<file path="src/rtl/f2h_pkg.sv">
package f2h_pkg;
  localparam int IN_EW   = 8;
  localparam int IN_FW   = 23;
  localparam int OUT_EW  = 5;
  localparam int OUT_FW  = 10;
  localparam int IN_W    = 1 + IN_EW + IN_FW;
  localparam int OUT_W   = 1 + OUT_EW + OUT_FW;
  localparam int DROP_W  = IN_FW - OUT_FW;
  localparam int IN_BIAS  = (1 << (IN_EW - 1)) - 1;
  localparam int OUT_BIAS = (1 << (OUT_EW - 1)) - 1;
  localparam int REBIAS  = IN_BIAS - OUT_BIAS;
  localparam int SH_MAX  = OUT_FW + 2 + DROP_W;
  localparam int SH_W    = $clog2(SH_MAX + 1);
  localparam int EXT_W   = IN_FW + 1 + SH_MAX + 1;
  localparam int EH_W    = IN_EW + 1;
  localparam int EXP_TOP = (1 << OUT_EW) - 1;

  typedef enum logic [1:0] {
    RND_NEAR = 2'd0,
    RND_UP   = 2'd1,
    RND_DOWN = 2'd2,
    RND_ZERO = 2'd3
  } rnd_e;

  typedef struct packed {
    logic            isNan;
    logic            isSnan;
    logic            isInf;
    logic            isZero;
    logic            flushZero;
    logic            altMode;
    logic            defNan;
    logic [SH_W-1:0] shAmt;
    logic [EH_W-1:0] expBase;
  } cvt_strobe_t;
endpackage

</file>
<file path="src/rtl/f2h_ctrl.sv">
module f2h_ctrl
  import f2h_pkg::*;
(
  input  logic [IN_W-1:0] opIn,
  input  logic            altFmt,
  input  logic            flushEn,
  input  logic            dnanEn,
  output cvt_strobe_t     strobe
);
  logic [IN_EW-1:0] expIn;
  logic [IN_FW-1:0] fracIn;
  logic             expOnes;
  logic             expNone;
  logic             fracAny;
  logic [EH_W-1:0]  shiftNeed;

  assign expIn   = opIn[IN_W-2 -: IN_EW];
  assign fracIn  = opIn[IN_FW-1:0];
  assign expOnes = &expIn;
  assign expNone = ~|expIn;
  assign fracAny = |fracIn;

  always_comb begin
    strobe           = '0;
    strobe.isNan     = expOnes & fracAny;
    strobe.isSnan    = expOnes & fracAny & ~fracIn[IN_FW-1];
    strobe.isInf     = expOnes & ~fracAny;
    strobe.isZero    = expNone & ~fracAny;
    strobe.flushZero = expNone & fracAny & flushEn;
    strobe.altMode   = altFmt;
    strobe.defNan    = dnanEn;
    shiftNeed        = EH_W'(REBIAS + 1) - {1'b0, expIn};
    if ({1'b0, expIn} > EH_W'(REBIAS)) begin
      strobe.shAmt   = '0;
      strobe.expBase = {1'b0, expIn} - EH_W'(REBIAS);
    end else begin
      strobe.expBase = '0;
      strobe.shAmt   = (shiftNeed > EH_W'(SH_MAX)) ? SH_W'(SH_MAX)
                                                   : shiftNeed[SH_W-1:0];
    end
  end
endmodule

</file>
<file path="src/rtl/f2h_datapath.sv">
module f2h_datapath
  import f2h_pkg::*;
(
  input  logic [IN_W-1:0]  opIn,
  input  logic [1:0]       rndMode,
  input  logic             ufTrapEn,
  input  cvt_strobe_t      strobe,
  output logic [OUT_W-1:0] resNext,
  output logic             invNext,
  output logic             ovfNext,
  output logic             unfNext,
  output logic             inxNext
);
  logic              signIn;
  logic [IN_FW-1:0]  fracIn;
  logic [EXT_W-1:0]  extVal;
  logic [EXT_W-1:0]  shifted;
  logic [OUT_FW:0]   keepBits;
  logic              guardBit;
  logic              stickyBit;
  logic              lossy;
  logic              roundUp;
  logic [OUT_FW:0]   fracSum;
  logic [EH_W-1:0]   expRnd;
  logic [OUT_FW-1:0] fracRnd;
  logic              toInf;

  assign signIn    = opIn[IN_W-1];
  assign fracIn    = opIn[IN_FW-1:0];
  assign extVal    = {1'b1, fracIn, (EXT_W-IN_FW-1)'(0)};
  assign shifted   = extVal >> strobe.shAmt;
  assign keepBits  = shifted[EXT_W-1 -: OUT_FW+1];
  assign guardBit  = shifted[EXT_W-OUT_FW-2];
  assign stickyBit = |shifted[EXT_W-OUT_FW-3:0];
  assign lossy     = guardBit | stickyBit;

  always_comb begin
    unique case (rnd_e'(rndMode))
      RND_NEAR: roundUp = guardBit & (stickyBit | keepBits[0]);
      RND_UP:   roundUp = ~signIn & lossy;
      RND_DOWN: roundUp = signIn & lossy;
      default:  roundUp = 1'b0;
    endcase
  end

  assign fracSum = {1'b0, keepBits[OUT_FW-1:0]} + (OUT_FW+1)'(roundUp);
  assign fracRnd = fracSum[OUT_FW-1:0];
  assign expRnd  = strobe.expBase + EH_W'(fracSum[OUT_FW]);
  assign toInf   = (rnd_e'(rndMode) == RND_NEAR) |
                   ((rnd_e'(rndMode) == RND_UP) & ~signIn) |
                   ((rnd_e'(rndMode) == RND_DOWN) & signIn);

  always_comb begin
    resNext = '0;
    invNext = 1'b0;
    ovfNext = 1'b0;
    unfNext = 1'b0;
    inxNext = 1'b0;
    if (strobe.isNan) begin
      if (strobe.altMode) begin
        resNext = {signIn, (OUT_W-1)'(0)};
        invNext = 1'b1;
      end else begin
        invNext = strobe.isSnan;
        if (strobe.defNan)
          resNext = {1'b0, {OUT_EW{1'b1}}, 1'b1, (OUT_FW-1)'(0)};
        else
          resNext = {signIn, {OUT_EW{1'b1}}, 1'b1, fracIn[IN_FW-2 -: OUT_FW-1]};
      end
    end else if (strobe.isInf) begin
      if (strobe.altMode) begin
        resNext = {signIn, {(OUT_W-1){1'b1}}};
        invNext = 1'b1;
      end else begin
        resNext = {signIn, {OUT_EW{1'b1}}, (OUT_FW)'(0)};
      end
    end else if (strobe.isZero | strobe.flushZero) begin
      resNext = {signIn, (OUT_W-1)'(0)};
    end else if (strobe.altMode && expRnd > EH_W'(EXP_TOP)) begin
      resNext = {signIn, {(OUT_W-1){1'b1}}};
      invNext = 1'b1;
    end else if (!strobe.altMode && expRnd >= EH_W'(EXP_TOP)) begin
      ovfNext = 1'b1;
      inxNext = 1'b1;
      resNext = toInf ? {signIn, {OUT_EW{1'b1}}, (OUT_FW)'(0)}
                      : {signIn, (OUT_EW)'(EXP_TOP - 1), {OUT_FW{1'b1}}};
    end else begin
      resNext = {signIn, expRnd[OUT_EW-1:0], fracRnd};
      inxNext = lossy;
      unfNext = (expRnd == '0) & (lossy | ufTrapEn);
    end
  end
endmodule

</file>
<file path="src/rtl/f2h_narrow.sv">
module f2h_narrow
  import f2h_pkg::*;
(
  input  logic        clk,
  input  logic        rst,
  input  logic [31:0] opIn,
  input  logic [1:0]  rndMode,
  input  logic        altFmt,
  input  logic        flushEn,
  input  logic        dnanEn,
  input  logic        ufTrapEn,
  output logic [15:0] resOut,
  output logic        flgInvalid,
  output logic        flgOverflow,
  output logic        flgUnderflow,
  output logic        flgInexact
);
  cvt_strobe_t      strobe;
  logic [OUT_W-1:0] resNext;
  logic             invNext;
  logic             ovfNext;
  logic             unfNext;
  logic             inxNext;

  f2h_ctrl ctrl_i (
    .opIn    (opIn),
    .altFmt  (altFmt),
    .flushEn (flushEn),
    .dnanEn  (dnanEn),
    .strobe  (strobe)
  );

  f2h_datapath dp_i (
    .opIn     (opIn),
    .rndMode  (rndMode),
    .ufTrapEn (ufTrapEn),
    .strobe   (strobe),
    .resNext  (resNext),
    .invNext  (invNext),
    .ovfNext  (ovfNext),
    .unfNext  (unfNext),
    .inxNext  (inxNext)
  );

  always_ff @(posedge clk) begin
    if (rst) begin
      resOut       <= '0;
      flgInvalid   <= 1'b0;
      flgOverflow  <= 1'b0;
      flgUnderflow <= 1'b0;
      flgInexact   <= 1'b0;
    end else begin
      resOut       <= resNext;
      flgInvalid   <= invNext;
      flgOverflow  <= ovfNext;
      flgUnderflow <= unfNext;
      flgInexact   <= inxNext;
    end
  end
endmodule

</file>
<file path="config.mk">
export PLATFORM = sky130hd
export DESIGN_NAME = f2h_narrow
export DESIGN_NICKNAME = d
export VERILOG_FILES = /design/src/rtl/f2h_pkg.sv /design/src/rtl/f2h_ctrl.sv /design/src/rtl/f2h_datapath.sv /design/src/rtl/f2h_narrow.sv
export SDC_FILE = /design/constraint.sdc
export NUM_CORES = 1
export LEC_CHECK = 0
export CORE_MARGIN = 4
export CORE_UTILIZATION = 49
export DETAILED_ROUTE_END_ITERATION = 10
export PLACE_DENSITY = 0.89
export SLEW_MARGIN = 20
export SYNTH_ARGS = -nofsm -noshare
export SYNTH_HDL_FRONTEND = slang
export SYNTH_SLANG_ARGS = --single-unit
</file>
<file path="constraint.sdc">
create_clock -name clk -period 7.27 [get_ports clk]
set_clock_uncertainty 0.15 [all_clocks]
set_input_delay 0.727 -clock clk [delete_from_list [all_inputs] [get_ports clk]]
set_output_delay 0.727 -clock clk [all_outputs]
set_load 0.02 [all_outputs]
</file>
==> metrics.txt <==
DRT Wirelength=13.4 mm; Avg WL per Cell=20.5 um; chip height=91.3 um; Max Slew Vio Count=0; Core ar.=6760 sq um; critical path peak fanout=6; initial core utilization=50.3%; busiest layer in global routing=met2; Inst Count DP=643; fin cells=654; multi-input logic area=2820 sq um; fill cell total of the finished layout=515; CTS max path bufs=2; violated checks=DRC; FF/Latch Area=400 sq um; TritonRoute pass-1 iters=11; post-synthesis cell type count=85; GP Congestion=1.09; net count after synthesis=547; largest net degree at the start of global routing=52; worst setup path end=resOut[1]; final hold vios=0; Crit path required time=7260 ps; average size of a mapped cell=6.87 sq um; vias per cell=7.20; n_diodes=0; number of flops mapped to enable cells by yosys=0; endpoints failing setup=0; min cycle time layout=7120 ps; Vias=4710; Cells after Synth=495; DIE AREA=8330 sq um; max_cap viols=0; CP startpoint kind=input port; initial DRC count=1026; post-route ant nets=0; fin util=66.7%; vias in the first global route=4251; Post-DP HPWL=9.21 mm; Port Buffers=59; origin of the worst setup path=opIn[28]; Max IR drop VDD=0.0981 mV; worst slew pin tran=1140 ps; H-tree level count=1; GRT met3 Usage=6.05%; fin nets=627; CTS tree=built; CTS Root Cell=clkbuf_8; outcome=complete, but fails checks; met2 usage=45.1%; I/O Pins=60; ys async rst share=0%; GRT met1 Usage=36.1%; Slowest-stage cell, CP=a222oi_1; antenna violations before repair=0; first-pass GRT wire length=20.0 mm; hold_ws=921 ps; primary flip-flop cell chosen by synthesis mapping=dfxtp_1; slew margin rel.=23.6%; post-place setup slack=-193 ps; final worst slack=147 ps; DR DRC count=1; CP peak stage delay=570 ps; leakage=0.00175 uW; gr usage total=28.4%; Num CTS Buffers=3; Tcrit/Tclk final=98.0%; Worst EP arrival=7110 ps; sequential fraction of the synthesis area=11.8%; area delta synth->final=32.6%; Std-Cell Rows=30; total global routing overflow=0; Fmax=0.140 GHz; total power=508 uW; layout cells sized above 1=19.2%; # clock sinks=20; YS warnings=0; chip width=91.3 um; critical path class=in -> reg; Worst Setup End Kind=register; Hold WC Path Type=in -> reg; #FFs+latches synth=20; Cell Area, Synth=3400 sq um; Worst-path clk slew=70 ps; Power Dens Cells=113 nW/um^2
-- sequential cells by signal (all words and copies together), names as in the netlist --
signal,flops
flgInexact,1
flgInvalid,1
flgOverflow,1
flgUnderflow,1
resOut,16
-- how the worst min path moves through the flow --
stage,startpoint,end,slack (ps),cells after the start
floorplan,dnanEn,resOut[15],690,1
global placement,opIn[23],resOut[13],1190,5
detailed placement,ufTrapEn,flgUnderflow,1190,3
CTS,ufTrapEn,flgUnderflow,920,3
global route,ufTrapEn,flgUnderflow,940,3
finish,ufTrapEn,flgUnderflow,920,3
-- layout make-up --
class	count	share of cell area, %
Multi-Input combinational cell	411	62.5
Timing Repair Buffer	116	23.3
Sequential cell	20	8.88
Tap cell	80	2.22
Inverter	23	1.92
Clock buffer	4	1.22
-- per-layer routing --
layer | up-vias | wire length, um
li1 | 2036 | -
met1 | 2094 | 4670
met2 | 432 | 5840
met3 | 148 | 1830
met4 | 0 | 1040
met5 | - | 0
-- cells in the final DEF (no fill, tap or decap), types with 8 or more instances in the layout --
cell type and count:
a21oi_1 44, a31oi_1 10, and2_1 9, buf_4 53, clkdlybuf4s50_1 58, dfxtp_1 20
ha_1 8, inv_1 21, mux2i_1 18, nand2_1 46, nand3_1 12, nand4_1 10
nor2_1 45, nor3_1 24, o2111ai_1 8, o21ai_0 21, xnor2_1 10
-- repair_timing --
item                                    CTS  global route
resized for setup                         0            29
buffers inserted                          0             4
endpoints found under the setup margin    0            13
hold buffers                              0             0
-- synth_stat cells (3+ instances only) --
master     number  share of area [%]
xor2_1          3               0.77
nand2b_1        3               0.55
o21ai_0        23                3.4
nor4_1          5               0.92
a211oi_1        4               0.88
a21boi_0        3               0.66
ha_1           12                4.4
a21oi_1        45                6.6
clkbuf_1       21                2.3
a221oi_1        8                2.1
o21ai_1         5               0.74
inv_1          21                2.3
nor2b_1         4               0.74
a22oi_1         4               0.88
a21o_1          3               0.66
mux2i_1        19                5.6
o22ai_1         3               0.55
o31ai_1         5                1.1
nand2_1        47                5.2
buf_2           6               0.88
dfxtp_1        20                 12
nand4b_1        3               0.77
a31oi_1        10                1.8
a32oi_1         3               0.77
and2_1          9                1.7
nand4_1        10                1.8
or3_1           5               0.92
buf_1           6               0.66
buf_6           4                1.3
o221ai_1        3               0.77
nor3_1         25                3.7
and3_1          5               0.92
a41oi_1         4                1.0
o2111ai_1       9                2.3
xnor2_1        10                2.6
nand3_1        12                1.8
o211ai_1        5                1.1
nor2_1         45                5.0
mux2_2          4                1.3
-- stage by stage --
stage / area, sq um / TNS [ps]
3_5_place_dp: 4260 / -1110
4_1_cts: 4310 / 0
3_3_place_gp: 4260 / 0
6_report: 4510 / 0
2_1_floorplan: 3400 / 0
5_1_grt: 4510 / -711
-- critical path, delay by kind of cell --
| family | cells | cell delay, ps |
|---|---|---|
| AOI/OAI and AO/OA | 14 | 3050 |
| and+or+nand+nor | 9 | 1330 |
| buffers and inverters | 5 | 1140 |
| adders and majority gates | 4 | 840 |
-- kinds of logic (layout without fill, tap and decap cells) --
family	after synthesis	after routing	synth area share (%)
fa+ha+maj	12	12	4.42
compound gates	172	172	35.6
mux	24	24	7.58
simple gates	190	190	28.2
flops	20	20	11.8
buf+inv	64	143	9.05
xor+xnor	13	13	3.35
-- where the power goes --
part           internal, uW  switching, uW
Combinational           128            171
Sequential              120           2.91
Clock                  48.3           38.0
No activity file was read; power rests on OpenSTA's default activity.
